--- src/rtl/gpio_pkg.sv ---
// Shared definitions for the GPIO port controller.
// Assumes a register bus with a single address bit.
package gpio_pkg;
    localparam int BUS_W = 32;

    typedef enum logic {
        REG_CFG  = 1'b0,
        REG_DATA = 1'b1
    } gpio_reg_e;
endpackage

--- src/rtl/gpio_cfg_reg.sv ---
// Configuration register: holds one direction bit and one pull-up control bit per pin.
// The two bits of a pin are interleaved: direction at bit 2n, pull-up control at 2n+1.
// Assumes 2*NUM_PINS <= BUS_W. Reset clears the register, so all pins become inputs with pull-ups on.
module gpio_cfg_reg #(
    parameter int NUM_PINS = 16,
    parameter int BUS_W    = 32
) (
    input  logic                  clk,
    input  logic                  rst_n,
    input  logic                  wr_en,
    input  logic [BUS_W-1:0]      wdata,
    output logic [2*NUM_PINS-1:0] cfg_q,
    output logic [NUM_PINS-1:0]   dir_out,
    output logic [NUM_PINS-1:0]   pu_off
);
    localparam int CFG_W = 2 * NUM_PINS;

    // Register update: cleared by reset, loaded on a configuration write.
    always_ff @(posedge clk) begin
        if (!rst_n) begin
            cfg_q <= '0;
        end else if (wr_en) begin
            cfg_q <= wdata[CFG_W-1:0];
        end
    end

    // Split the interleaved pairs into separate per-pin vectors.
    for (genvar n = 0; n < NUM_PINS; n++) begin : g_split
        assign dir_out[n] = cfg_q[2*n];
        assign pu_off[n]  = cfg_q[2*n+1];
    end
endmodule

--- src/rtl/gpio_data_latch.sv ---
// Data latch register for the port. Reset does not touch it, so it keeps its contents
// across resets and starts with an unknown value. Every write loads all bits,
// whatever the direction of each pin.
module gpio_data_latch #(
    parameter int NUM_PINS = 16
) (
    input  logic                clk,
    input  logic                wr_en,
    input  logic [NUM_PINS-1:0] wdata,
    output logic [NUM_PINS-1:0] latch_q
);
    // Load on write only; deliberately left without a reset.
    always_ff @(posedge clk) begin
        if (wr_en) begin
            latch_q <= wdata;
        end
    end
endmodule

--- src/rtl/gpio_in_sync.sv ---
// Multi-stage synchroniser that brings the raw pad levels into the bus clock domain.
// STAGES sets the number of flops in the chain and must be at least 1.
// Reset clears every stage to zero.
module gpio_in_sync #(
    parameter int NUM_PINS = 16,
    parameter int STAGES   = 2
) (
    input  logic                clk,
    input  logic                rst_n,
    input  logic [NUM_PINS-1:0] pin_raw,
    output logic [NUM_PINS-1:0] pin_sync
);
    logic [NUM_PINS-1:0] chain [STAGES];

    // The first stage captures the raw pins.
    always_ff @(posedge clk) begin
        if (!rst_n) chain[0] <= '0;
        else        chain[0] <= pin_raw;
    end

    // Each later stage re-registers the stage before it.
    for (genvar s = 1; s < STAGES; s++) begin : g_stage
        always_ff @(posedge clk) begin
            if (!rst_n) chain[s] <= '0;
            else        chain[s] <= chain[s-1];
        end
    end

    assign pin_sync = chain[STAGES-1];
endmodule

--- src/rtl/gpio_pad_drive.sv ---
// Builds the per-pin pad controls from the configuration and the data latch.
// Output enable follows the direction bit and output data follows the latch.
// The pull-up is on only for an input pin whose pull-up control bit is 0.
module gpio_pad_drive #(
    parameter int NUM_PINS = 16
) (
    input  logic [NUM_PINS-1:0] dir_out,
    input  logic [NUM_PINS-1:0] pu_off,
    input  logic [NUM_PINS-1:0] latch_q,
    output logic [NUM_PINS-1:0] pad_oe,
    output logic [NUM_PINS-1:0] pad_out,
    output logic [NUM_PINS-1:0] pad_pu_en
);
    // Per-pin drive logic; an output pin always has its pull-up forced off.
    for (genvar n = 0; n < NUM_PINS; n++) begin : g_pin
        assign pad_oe[n]    = dir_out[n];
        assign pad_out[n]   = latch_q[n];
        assign pad_pu_en[n] = ~pu_off[n] & ~dir_out[n];
    end
endmodule

--- src/rtl/gpio_port_ctrl.sv ---
// GPIO port controller top level. It decodes the register bus, holds the configuration
// register and data latch, synchronises the pad inputs and returns read data one cycle
// after the request. Assumes single-cycle accesses and a synchronous active-low reset.
module gpio_port_ctrl
    import gpio_pkg::*;
#(
    parameter int NUM_PINS    = 16,
    parameter int SYNC_STAGES = 2
) (
    input  logic                clk,
    input  logic                rst_n,
    input  logic                bus_sel,
    input  logic                bus_wr,
    input  logic                bus_addr,
    input  logic [BUS_W-1:0]    bus_wdata,
    output logic [BUS_W-1:0]    bus_rdata,
    output logic [NUM_PINS-1:0] pad_oe,
    output logic [NUM_PINS-1:0] pad_out,
    output logic [NUM_PINS-1:0] pad_pu_en,
    input  logic [NUM_PINS-1:0] pad_in
);
    localparam int CFG_W = 2 * NUM_PINS;

    logic                cfg_we, data_we, rd_req;
    logic [CFG_W-1:0]    cfg_q;
    logic [NUM_PINS-1:0] dir_out, pu_off, latch_q, pin_sync, data_view;
    logic [BUS_W-1:0]    rd_next;

    // Bus decode into the two write enables and a read request.
    always_comb begin
        cfg_we  = bus_sel &  bus_wr & (gpio_reg_e'(bus_addr) == REG_CFG);
        data_we = bus_sel &  bus_wr & (gpio_reg_e'(bus_addr) == REG_DATA);
        rd_req  = bus_sel & ~bus_wr;
    end

    gpio_cfg_reg #(.NUM_PINS(NUM_PINS), .BUS_W(BUS_W)) i_cfg (
        .clk(clk), .rst_n(rst_n), .wr_en(cfg_we), .wdata(bus_wdata),
        .cfg_q(cfg_q), .dir_out(dir_out), .pu_off(pu_off)
    );

    gpio_data_latch #(.NUM_PINS(NUM_PINS)) i_latch (
        .clk(clk), .wr_en(data_we), .wdata(bus_wdata[NUM_PINS-1:0]), .latch_q(latch_q)
    );

    gpio_in_sync #(.NUM_PINS(NUM_PINS), .STAGES(SYNC_STAGES)) i_sync (
        .clk(clk), .rst_n(rst_n), .pin_raw(pad_in), .pin_sync(pin_sync)
    );

    gpio_pad_drive #(.NUM_PINS(NUM_PINS)) i_drive (
        .dir_out(dir_out), .pu_off(pu_off), .latch_q(latch_q),
        .pad_oe(pad_oe), .pad_out(pad_out), .pad_pu_en(pad_pu_en)
    );

    // Per-pin read view: the latch for output pins, the synchronised pad level for input pins.
    for (genvar n = 0; n < NUM_PINS; n++) begin : g_view
        assign data_view[n] = dir_out[n] ? latch_q[n] : pin_sync[n];
    end

    // Select the register being read and zero-extend it to the bus width.
    always_comb begin
        rd_next = '0;
        if (gpio_reg_e'(bus_addr) == REG_CFG) rd_next[CFG_W-1:0]    = cfg_q;
        else                                  rd_next[NUM_PINS-1:0] = data_view;
    end

    // Read data register: loaded on a read request, held at all other times.
    always_ff @(posedge clk) begin
        if (!rst_n)      bus_rdata <= '0;
        else if (rd_req) bus_rdata <= rd_next;
    end
endmodule

--- config.mk ---
export PLATFORM = sky130hd
export DESIGN_NAME = gpio_port_ctrl
export DESIGN_NICKNAME = d
export VERILOG_FILES = /design/src/rtl/gpio_pkg.sv /design/src/rtl/gpio_cfg_reg.sv /design/src/rtl/gpio_data_latch.sv /design/src/rtl/gpio_in_sync.sv /design/src/rtl/gpio_pad_drive.sv /design/src/rtl/gpio_port_ctrl.sv
export SDC_FILE = /design/constraint.sdc
export NUM_CORES = 1
export LEC_CHECK = 0
export BUFFER_PORTS_ARGS = -buffer_cell sky130_fd_sc_hd__buf_2
export CAP_MARGIN = 25
export CORE_MARGIN = 1.5
export CORE_UTILIZATION = 54
export DETAILED_ROUTE_END_ITERATION = 6
export PLACE_DENSITY = 0.84
export SYNTH_ARGS = -nofsm -noshare
export SYNTH_HDL_FRONTEND = slang
export SYNTH_SLANG_ARGS = --single-unit
--- constraint.sdc ---
create_clock -name clk -period 3.45 [get_ports clk]
set_input_delay 0.345 -clock clk [delete_from_list [all_inputs] [get_ports clk]]
set_output_delay 0.345 -clock clk [all_outputs]
set_load 0.005 [all_outputs]
==> out/results.ini <==
[synthesis]
yosys.cell_types.count=20
postSynthRegisterBits=112
syn_avg_cell_area_um2=9.87
synthTopCellsByCount=dfxtp_1, nand2_1, a21boi_1
synth_cells=434
ys.warnings.count=0
ys_seq_area_share_pct=56.1
async_reset_ff_share_pct=0
syn_area_um2=4280
synth_top_area_share_pct=44.9
synth_area_leaders=dfxtp_1, a21boi_1, edfxtp_1
synth_ff_type=dfxtp_1
synth_edf_count=16
syn_nets=487
yosysTopAreaCell=dfxtp_1

[timing]
timing.final.ws_setup_ns=1.67
fmax_ghz=0.561
hold_viol_final=0
period_needed_ns=1.78
skew_ns=0.00987
slew_headroom_pct=34.7
timing.final.crit_share_pct=51.6
slew_viol_final=0
setup_tns_ns=0
rsz0062_at_grt=no
final-setup-viol-count=0
tightestPinTransition_ns=0.979

[finish]
diodes=0
num-fill-cells=650
multi_input_area_um2=1620
syn_to_final_growth_pct=17.8
regArea_um2=2400
drive_gt1_share_pct=28.1
nets=588
layoutNonFillerInstCount=642
design_area_um2=5040

[global_route]
grt-ovfl-total=0
antenna_found_initial=0
grt_pass1_vias=3043
groute.usage.overall_pct=22.0
grt_max_degree=52
grt_pass1_wl_um=14500

[worst_setup_path]
cp_max_fo=51
cp_cell_sequence=buf_2, and3_1
start_kind=primary input
path_buf_inv=1
cp-end-kind=register
crit_arrival_ns=1.77
critPathMaxStageDelay_ns=0.81
cp.required_ns=3.44
crit_family=simple AND/OR/NAND/NOR gates
cpMaxStageDelayCell=and3_1
crit_type=in -> reg

[detailed_routing]
wl_met1_um=3970
met2RoutedLength_um=4340
met3WireLength_um=617
vias=3264
wl_per_cell_um=14.1
postRouteWirelength_um=9040
drcViolationCount=0
first_pass_iters=4
drtAntennaViolNets=0
top_layer_used=met4
first_iter_violations=116
viasPerCell=5.08

[die]
rows=32
fp.dieH_um=92.1
initial_utilization_pct=55.7
num_io_pins=133
die-area_um2=8480
die_w_um=92.1
core_um2=7690

[power_and_ir_drop]
ir_drop_mv=0.330
p_total_mw=2.41
power.leakage_nw=2.08
p_per_area_nw_per_um2=478

[placement]
placed_cell_area_um2=4820
post-place-cells=625
globalplace.congestion=0.780
portBuffers=132
post-place-ws_ns=1.26
dp_hpwl_um=6210

[worst_hold_path]
min_path_type=in -> reg

[cts]
cts_resized=0
cts_buffer_depth=2
hold_buffers=0
clkSlewWorstSetupHoldPaths_ns=0.10
insertion_delay_ns=0.36
cts_tree=done
cts_setup_buffers=0
cts_sinks=112
cts_root_buf=clkbuf_8
htree_levels=3
tritoncts.num_buffers=9

[run]
maxCapViolations=0

[status]
status=complete, no violations

==> cell families after synthesis <==
group	share of synthesized area [%]
compound gates	14.6
buf+inv	6.28
flops	56.1
mux	3.50
simple gates	19.5
==> per-stage QoR <==
step / util [%] / hold WS, ns
CTS: 65.5 / 0.157
finish: 65.6 / 0.169
global placement: 62.8 / 0.415
floorplan: - / 0.412
detailed placement: 62.8 / 0.420
global route: 65.6 / 0.161
==> state kept, by name, summed over array words and instances (netlist names) <==
name	count
i_cfg.cfg_q	32
bus_rdata	32
i_latch.latch_q	16
i_sync.chain	32
==> metal layers <==
layer / track usage [%] / up-vias
met1: 27.7 / 1521
li1: - / 1618
met2: 37.7 / 116
met3: 4.06 / 9
met4: 7.31 / 0
met5: 0 / -
==> cells in the final DEF (no fill, tap or decap), types with 3 or more instances in the layout <==
cell type	count
nand2_1	96
nor2_1	31
mux2i_1	15
a21boi_1	64
edfxtp_1	16
nand3b_1	16
and2_1	32
clkbuf_8	9
buf_4	3
buf_2	132
dfxtp_1	96
a211o_1	15
==> path summary, 6_finish.rpt <==
kind                                  startpoint                        endpoint  slack (ns)  depth (start not counted)
setup reg to reg    i_cfg.cfg_q[14]$_SDFFE_PN0P_       bus_rdata[7]$_SDFFE_PN0P_        2.35                          3
setup / recovery                        bus_addr    i_latch.latch_q[5]$_DFFE_PP_        1.67                          2
hold / removal                      bus_wdata[9]    i_latch.latch_q[9]$_DFFE_PP_        0.17                          1
hold reg to reg   i_sync.chain[0][12]$_SDFF_PN0_  i_sync.chain[1][12]$_SDFF_PN0_        0.44                          1
==> power by group <==
group          switching, mW  leakage (nW)  internal, mW
clock network          0.415         0.102         0.407
registers             0.0290         0.931          1.37
logic                 0.0975          1.05        0.0925
==> layout make-up <==
cell class / count / share of cell area [%]
clock buffers: 10 / 2.53
flip-flops and latches: 112 / 47.6
inverters: 1 / 0.0744
multi-input cells: 276 / 32.0
well taps: 102 / 2.53
repair buffers: 135 / 13.5
clock inverters: 6 / 1.69
No activity file was read; power rests on OpenSTA's default activity.
